$ cat src/rtl/rsv_pkg.sv
// Shared types for the reset supervisor.
// Assumes: both wires are active low and read back through the same synchronizer.
package rsv_pkg;

    // Synchronized levels of the two shared wires (1 = wire high)
    typedef struct packed {
        logic rst;
        logic hlt;
    } line_pair_t;

endpackage

$ cat src/rtl/rsv_sync.sv
// Multi-stage synchronizer for a W-bit group of asynchronous inputs.
// Assumes: each bit is independent; bits may settle on different cycles.
module rsv_sync #(
    parameter int          W       = 1,
    parameter int          STAGES  = 2,
    parameter logic [W-1:0] RST_VAL = '0
) (
    input  logic         clk,
    input  logic         rst_n,
    input  logic [W-1:0] d,
    output logic [W-1:0] q
);

    logic [W-1:0] stg [STAGES];

    generate
        for (genvar i = 0; i < STAGES; i++) begin : g_stage
            if (i == 0) begin : g_first
                // First stage captures the asynchronous input
                always_ff @(posedge clk) begin
                    if (!rst_n) stg[i] <= RST_VAL;
                    else        stg[i] <= d;
                end
            end else begin : g_next
                // Later stages give a metastable value time to resolve
                always_ff @(posedge clk) begin
                    if (!rst_n) stg[i] <= RST_VAL;
                    else        stg[i] <= stg[i-1];
                end
            end
        end
    endgenerate

    assign q = stg[STAGES-1];

endmodule

$ cat src/rtl/rsv_debounce.sv
// Pushbutton debouncer. A level change is accepted once the synchronized
// level has differed from the accepted level for DEB_CYC consecutive cycles.
// Emits a one-cycle pulse when a press (0 -> 1) is accepted.
// Assumes: DEB_CYC >= 1; the button is 1 while pressed.
module rsv_debounce #(
    parameter int DEB_CYC = 2_000_000
) (
    input  logic clk,
    input  logic rst_n,
    input  logic raw,
    output logic press_o
);

    localparam int DW = $clog2(DEB_CYC + 1);

    logic          synced;
    logic          stable;
    logic [DW-1:0] dcnt;

    rsv_sync #(.W(1), .STAGES(2), .RST_VAL(1'b0)) u_sync (
        .clk  (clk),
        .rst_n(rst_n),
        .d    (raw),
        .q    (synced)
    );

    // Count cycles of disagreement and accept the new level when the count runs out
    always_ff @(posedge clk) begin
        if (!rst_n) begin
            stable  <= 1'b0;
            dcnt    <= '0;
            press_o <= 1'b0;
        end else begin
            press_o <= 1'b0;
            if (synced == stable) begin
                dcnt <= '0;
            end else if (dcnt == DW'(DEB_CYC - 1)) begin
                stable  <= synced;
                dcnt    <= '0;
                press_o <= synced;
            end else begin
                dcnt <= dcnt + 1'b1;
            end
        end
    end

endmodule

$ cat src/rtl/rsv_pulse_timer.sv
// Reset window timer. Loaded on reset and on every start request; the pull
// request is active while the count is non-zero.
// Assumes: PULSE_CYC >= 1.
module rsv_pulse_timer #(
    parameter int PULSE_CYC = 20_000_000
) (
    input  logic clk,
    input  logic rst_n,
    input  logic start_i,
    output logic pull_o
);

    localparam int CW = $clog2(PULSE_CYC + 1);

    logic [CW-1:0] cnt;

    // Reload on reset or start request, otherwise count down to zero
    always_ff @(posedge clk) begin
        if (!rst_n)          cnt <= CW'(PULSE_CYC);
        else if (start_i)    cnt <= CW'(PULSE_CYC);
        else if (cnt != '0)  cnt <= cnt - 1'b1;
    end

    assign pull_o = (cnt != '0);

endmodule

$ cat src/rtl/rsv_fault_mon.sv
// Halt-fault monitor. Arms once both wires read high with no pull active,
// then flags HALT low as a processor-caused halt. The flag is sticky until
// the supervisor starts a new reset.
// Assumes: sensed levels are already synchronized.
module rsv_fault_mon
    import rsv_pkg::*;
(
    input  logic       clk,
    input  logic       rst_n,
    input  logic       pull_i,
    input  logic       start_i,
    input  line_pair_t sensed_i,
    output logic       fault_o
);

    logic armed;

    // Disarm while pulling; rearm when both wires have returned high
    always_ff @(posedge clk) begin
        if (!rst_n)                             armed <= 1'b0;
        else if (pull_i)                        armed <= 1'b0;
        else if (sensed_i.rst && sensed_i.hlt)  armed <= 1'b1;
    end

    // Latch a foreign halt; a new reset from this block clears it
    always_ff @(posedge clk) begin
        if (!rst_n)                                 fault_o <= 1'b0;
        else if (start_i)                           fault_o <= 1'b0;
        else if (armed && !pull_i && !sensed_i.hlt) fault_o <= 1'b1;
    end

endmodule

$ cat src/rtl/cpu_reset_supervisor.sv
// Reset and halt supervisor for a processor with shared open-drain RESET and
// HALT wires. Generates a power-up pulse, restarts it on a debounced press,
// drives both wires through separate pull-down enables, and flags halts that
// the processor causes.
// Assumes: external pull-ups on both wires; enables map to open-drain pads.
module cpu_reset_supervisor
    import rsv_pkg::*;
#(
    parameter int PULSE_CYC = 20_000_000,
    parameter int DEB_CYC   = 2_000_000
) (
    input  logic clk,
    input  logic rst_n,
    input  logic btn_raw,
    input  logic rst_line_i,
    input  logic hlt_line_i,
    output logic rst_pull_o,
    output logic hlt_pull_o,
    output logic halt_led_o,
    output logic halt_fault_o
);

    logic       press;
    logic       pull;
    logic [1:0] line_q;
    line_pair_t sensed;

    rsv_debounce #(.DEB_CYC(DEB_CYC)) u_deb (
        .clk    (clk),
        .rst_n  (rst_n),
        .raw    (btn_raw),
        .press_o(press)
    );

    rsv_pulse_timer #(.PULSE_CYC(PULSE_CYC)) u_timer (
        .clk    (clk),
        .rst_n  (rst_n),
        .start_i(press),
        .pull_o (pull)
    );

    rsv_sync #(.W(2), .STAGES(2), .RST_VAL(2'b11)) u_line_sync (
        .clk  (clk),
        .rst_n(rst_n),
        .d    ({rst_line_i, hlt_line_i}),
        .q    (line_q)
    );

    assign sensed = '{rst: line_q[1], hlt: line_q[0]};

    rsv_fault_mon u_mon (
        .clk     (clk),
        .rst_n   (rst_n),
        .pull_i  (pull),
        .start_i (press),
        .sensed_i(sensed),
        .fault_o (halt_fault_o)
    );

    // One request drives both pads; each pad stays its own open-drain output
    assign rst_pull_o = pull;
    assign hlt_pull_o = pull;
    assign halt_led_o = ~sensed.hlt;

endmodule

$ cat config.mk
export PLATFORM = sky130hd
export DESIGN_NAME = cpu_reset_supervisor
export DESIGN_NICKNAME = d
export VERILOG_FILES = /design/src/rtl/rsv_pkg.sv /design/src/rtl/rsv_sync.sv /design/src/rtl/rsv_debounce.sv /design/src/rtl/rsv_pulse_timer.sv /design/src/rtl/rsv_fault_mon.sv /design/src/rtl/cpu_reset_supervisor.sv
export SDC_FILE = /design/constraint.sdc
export NUM_CORES = 1
export LEC_CHECK = 0
export ABC_AREA = 1
export BUFFER_PORTS_ARGS = -buffer_cell sky130_fd_sc_hd__buf_2
export CAP_MARGIN = 20
export CORE_ASPECT_RATIO = 0.6
export CORE_MARGIN = 2
export CORE_UTILIZATION = 61
export DETAILED_ROUTE_END_ITERATION = 6
export PLACE_DENSITY_LB_ADDON = 0.1
export SETUP_SLACK_MARGIN = 0.05
export SLEW_MARGIN = 20
export SYNTH_ARGS = -nofsm -noshare
export SYNTH_HDL_FRONTEND = slang
export SYNTH_SLANG_ARGS = --single-unit
$ cat constraint.sdc
create_clock -name clk -period 1.8 [get_ports clk]
set_input_delay 0.18 -clock clk [delete_from_list [all_inputs] [get_ports clk]]
set_output_delay 0.18 -clock clk [all_outputs]
set_load 0.05 [all_outputs]
# Word-level counts from Yosys, hierarchy flattened
# Memory sizes are Yosys's and may differ from the RTL's.
# Cells that the tools add are included.
[totals]
regBits = 50
ram_bits = 6
out_inout_bits = 4
n_memories = 2
[memory_table]
columns = ["name", "depth", "width", "read_ports", "rd_clocked_by_memory_dff", "wr", "line", "text"]
rows = [
  ["u_line_sync.stg", 2, 2, 2, 0, 2, "rsv_sync.sv:14", "logic [W-1:0] stg [STAGES];"],
  ["u_deb.u_sync.stg", 2, 1, 2, 0, 2, "rsv_sync.sv:14", ""],
]
[classes]
n_addsub = 2
eq_ne = 2
n_mux = 6
bitwise_logic = 8
n_reduce_logical = 11
[ops]
columns = ["cell", "count"]
rows = [
  ["$reduce_bool 25->1", 1],
  ["$sub 25x1->25 const B", 1],
  ["$add 21x1->21 const B", 1],
  ["$eq 21x21->1 const B", 1],
  ["$reduce_or 3->1", 2],
  ["$mux 1", 4],
  ["$mux 2", 2],
  ["$not 1->1", 4],
  ["$or 1x1->1", 4],
  ["$reduce_or 2->1", 2],
  ["$logic_and 1x1->1", 3],
  ["$logic_not 1->1", 2],
  ["$reduce_and 2->1", 1],
  ["$eq 1x1->1", 1],
]

# Depth between registers and ports, before layout
[logic_depth]
ltp_word = 4
mapped_depth = 9
mapped_depth_nobuf = 9

# Modules after synthesis
# From an unflattened synthesis, not the netlist that was laid out.
[unflattened]
cells_unflattened = 433
area_unflattened_um2 = 2919.0
[by_module_without_submodules]
columns = ["mod", "n_inst", "cells_per_inst", "area_per_inst_um2"]
rows = [
  ["rsv_pulse_timer", 1, 225, 1475.2],
  ["rsv_debounce", 1, 176, 1177.4],
  ["rsv_sync at u_line_sync", 1, 12, 110.1],
  ["rsv_fault_mon", 1, 12, 90.1],
  ["rsv_sync at u_deb.u_sync", 1, 6, 55.1],
  ["cpu_reset_supervisor", 1, 2, 11.3],
]

# Worst setup path before layout
# Ideal clock, no wire load.
[synth_timing]
kind = "reg2out"
from = "register u_timer.cnt[0]"
to = "output rst_pull_o"
arrival_time_ns = 1.478
required_time_ns = 1.620
setup_slack_ns = 0.142
path_stages_with_launch = 9
path_buffers = 1
path_cell_list = "dfxtp_1 > inv_1 > ha_1 > nand2_4 > nor2_8 > nand2_4 > inv_2 > nand2_4 > buf_4"
[synth_between]
elab_chain_cells = 1
[synth_rtl]
columns = ["item", "line", "text"]
rows = [
  ["from (decl)", "rsv_pulse_timer.sv:15", "logic [CW-1:0] cnt;"],
  ["from (signal assigned)", "rsv_pulse_timer.sv:19", "if (!rst_n) cnt <= CW'(PULSE_CYC);"],
  ["from (signal assigned)", "rsv_pulse_timer.sv:20", "else if (start_i) cnt <= CW'(PULSE_CYC);"],
  ["from (signal assigned)", "rsv_pulse_timer.sv:21", "else if (cnt != '0) cnt <= cnt - 1'b1;"],
  ["$reduce_bool 25->1", "rsv_pulse_timer.sv:24", "assign pull_o = (cnt != '0);"],
  ["to (decl)", "cpu_reset_supervisor.sv:17", "output logic rst_pull_o,"],
]
# No other way between the ends.

# Worst setup path in the final report
[layout_timing]
from = "register u_timer.cnt[7]"
to = "output rst_pull_o"
# Same word-level chain as after synthesis.

==> results.cfg <==
[outcome]
status = completed

[layout]
final_common_cell = nand2_1
nNetsFinal = 436
drive_gt1_frac = 0.1860
antenna_cells = 0
fillers = 411
multi_input_area_sq_mm = 0.001602
mostFrequentLayoutCells = nand2_1, nor2_1, dfxtp_1
layout.area.seq_sq_mm = 0.001125
finish.utilization = 0.7018
areaGrowthSynthToFinish_pct = 11.06

[logic_synthesis]
yosys_warnings = 0
syn_nets = 415
yosysUniqueCellTypes = 30
ys_ff_latch = 56
ys_seq_area_frac = 0.3887
netlist_area_sq_mm = 0.002884
syn_inst = 408
avgSynthCellArea_sq_um = 7.069

[power]
total_power_uw = 2479
vdd_drop_max_mv = 0.5729
p_leak_uw = 0.001290
p_per_area_mw_per_mm2 = 774.0

[critical_path]
crit_cells = 7
critPathMaxStageDelay_ps = 360
startpoint = u_timer.cnt[7]
worst-setup-path-type = flip-flop to output pin
endpoint_kind = output pin
crit_chain = nor2_2 > nand2_2 > nor2_8 > nand2_4 > inv_2 > nand2_4 > buf_6
r2r_setup_slack_ps = 210
crit_buf_inv = 2
r2r-start = u_deb.dcnt[0]
cp.required_ps = 1620
r2r_cells = 6
crit_slowest_cell = dfxtp_1
worstSetupStartpointType = flip-flop
crit_top_cell = nand2_4
timing.rr.end = u_deb.dcnt[14]
cpLargestDelayFamily = simple AND/OR/NAND/NOR gates
cp.arrival_ps = 1520
path_max_fanout = 8
crit_path_end = rst_pull_o

[sta]
fin_ws_ps = 102.4
slew_viol_final = 0
report.final.hold_viol_count = 0
rsz0062_at_grt = no
min_period_ps = 1698
worst_slew_pin_slew_ps = 743.3
setup_tns_ps = 0
finClkSkew_ps = 8.799
fmax_ghz = 0.5891
relSlewSlack = 0.5039
finalCritPeriodShare = 0.9431
finalSetupViolCount = 0

[clock_tree]
clock_path_buffers = 2
cts_buffers = 5
numClockSinks = 56
clock_latency_ps = 310
cts-root-buf = clkbuf_8
path_clk_slew_ps = 110
cts_tree = done
h-tree-depth = 2

[global_routing]
grt_antenna_before_repair = 0
grt_use_total = 0.2424
grt_overflow_total = 0
grt_pass1_wl_mm = 10.09
grt_pass1_vias = 2102
grt_max_degree = 22

[worst_hold_path]
min_path_type = primary input to flip-flop

[floorplanning]
die_h_microns = 57.26
dieWidth_microns = 92.77
pin_count = 9
coreArea_sq_mm = 0.004564
rows = 19
start_util = 0.6319
dieArea_sq_mm = 0.005312

[routing]
vias = 2575
first_pass_iters = 5
drc = 0
routedWlPerCell_microns = 12.67
routed_wl_mm = 6.248
drt.antenna.violating_nets = 0
routed_via_density = 5.223
first_iter_violations = 265

[job]
cap_violations = 0

[placement]
dp_hpwl_mm = 4.516
pre_cts_ws_ps = 96.64
portBuffers = 8
place_congestion = 0.9245
-- cell families (layout without fill, tap and decap cells) --
logic type | count (synthesis) | after routing | synth area share
AOI/OAI and AO/OA | 18 | 18 | 0.03254
xor gates and xnor gates | 22 | 22 | 0.06681
adders and majority gates | 2 | 2 | 0.008675
buffers and inverters | 51 | 72 | 0.07505
DFF | 56 | 56 | 0.3887
and+or+nand+nor | 259 | 260 | 0.4282
-- registers in the layout (all words and copies together) (netlist names) --
name and flops:
u_deb.dcnt 21, u_deb.press_o 1, u_deb.stable 1, u_deb.u_sync.stg 2, u_line_sync.stg 4, u_mon.armed 1, u_mon.fault_o 1, u_timer.cnt 25
-- worst min-delay path by stage --
stage,startpoint,end,slack (ps),depth (start not counted)
after floorplan,btn_raw,u_deb.u_sync.stg[0],270,2
after global placement,btn_raw,u_deb.u_sync.stg[0],350,3
after detailed placement,btn_raw,u_deb.u_sync.stg[0],370,3
after CTS,btn_raw,u_deb.u_sync.stg[0],30,3
after global routing,hlt_line_i,u_line_sync.stg[0][0],30,2
final,btn_raw,u_deb.u_sync.stg[0],30,3
-- final cells by class --
class | instances | area share
Timing Repair Buffer | 19 | 0.04219
Tap cell | 63 | 0.02461
Inverter | 45 | 0.05273
Sequential cell | 56 | 0.3512
Multi-Input combinational cell | 302 | 0.5000
Clock inverter | 3 | 0.007813
Clock buffer | 5 | 0.02148
-- where the power goes --
part | total, uW | internal [uW] | switching (uW)
logic | 410 | 141 | 269
registers | 1340 | 1290 | 53.6
clock network | 726 | 285 | 441
-- layer usage --
metal | share of wire | track usage | vias up
met5 | 0 | 0 | -
met4 | 0.0053 | 0.04412 | 0
met3 | 0.079 | 0.04359 | 6
met2 | 0.39 | 0.3188 | 100
met1 | 0.53 | 0.4075 | 1154
li1 | - | - | 1315
-- timing repair --
item | in CTS | in global routing
gates resized for setup | 9 | 11
setup buffers | 1 | 7
setup endpoints to repair | 2 | 23
pin swaps | 1 | 6
hold buffers | 0 | 0
gates cloned | 0 | 1
-- synthesized netlist by cell type (all sizes together) --
cell type / number / area (sq um)
a21oi: 11 / 58.81
and2: 2 / 12.51
buf: 6 / 47.54
dfxtp: 56 / 1121
ha: 2 / 25.02
inv: 45 / 168.9
nand2: 99 / 414.1
nand3: 24 / 140.1
nand3b: 4 / 30.03
nand4: 12 / 90.09
nor2: 107 / 480.5
nor3: 5 / 30.03
o21ai: 7 / 35.03
or2: 6 / 37.54
xnor2: 6 / 52.55
xor2: 16 / 140.1
-- stage by stage --
step / instance area, sq um / hold WS, ps / cells
after floorplan: 2884 / 273.5 / 408
after global placement: 2978 / 354.4 / 476
after detailed placement: 2978 / 365.7 / 476
after CTS: 3109 / 30.96 / 485
after global routing: 3203 / 25.91 / 493
final: 3203 / 34.18 / 493
-- worst min-delay path: stages --
cell and delay, ps:
buf_2 70, nand2_1 40, inv_1 40
No activity file was read; power rests on OpenSTA's default activity.
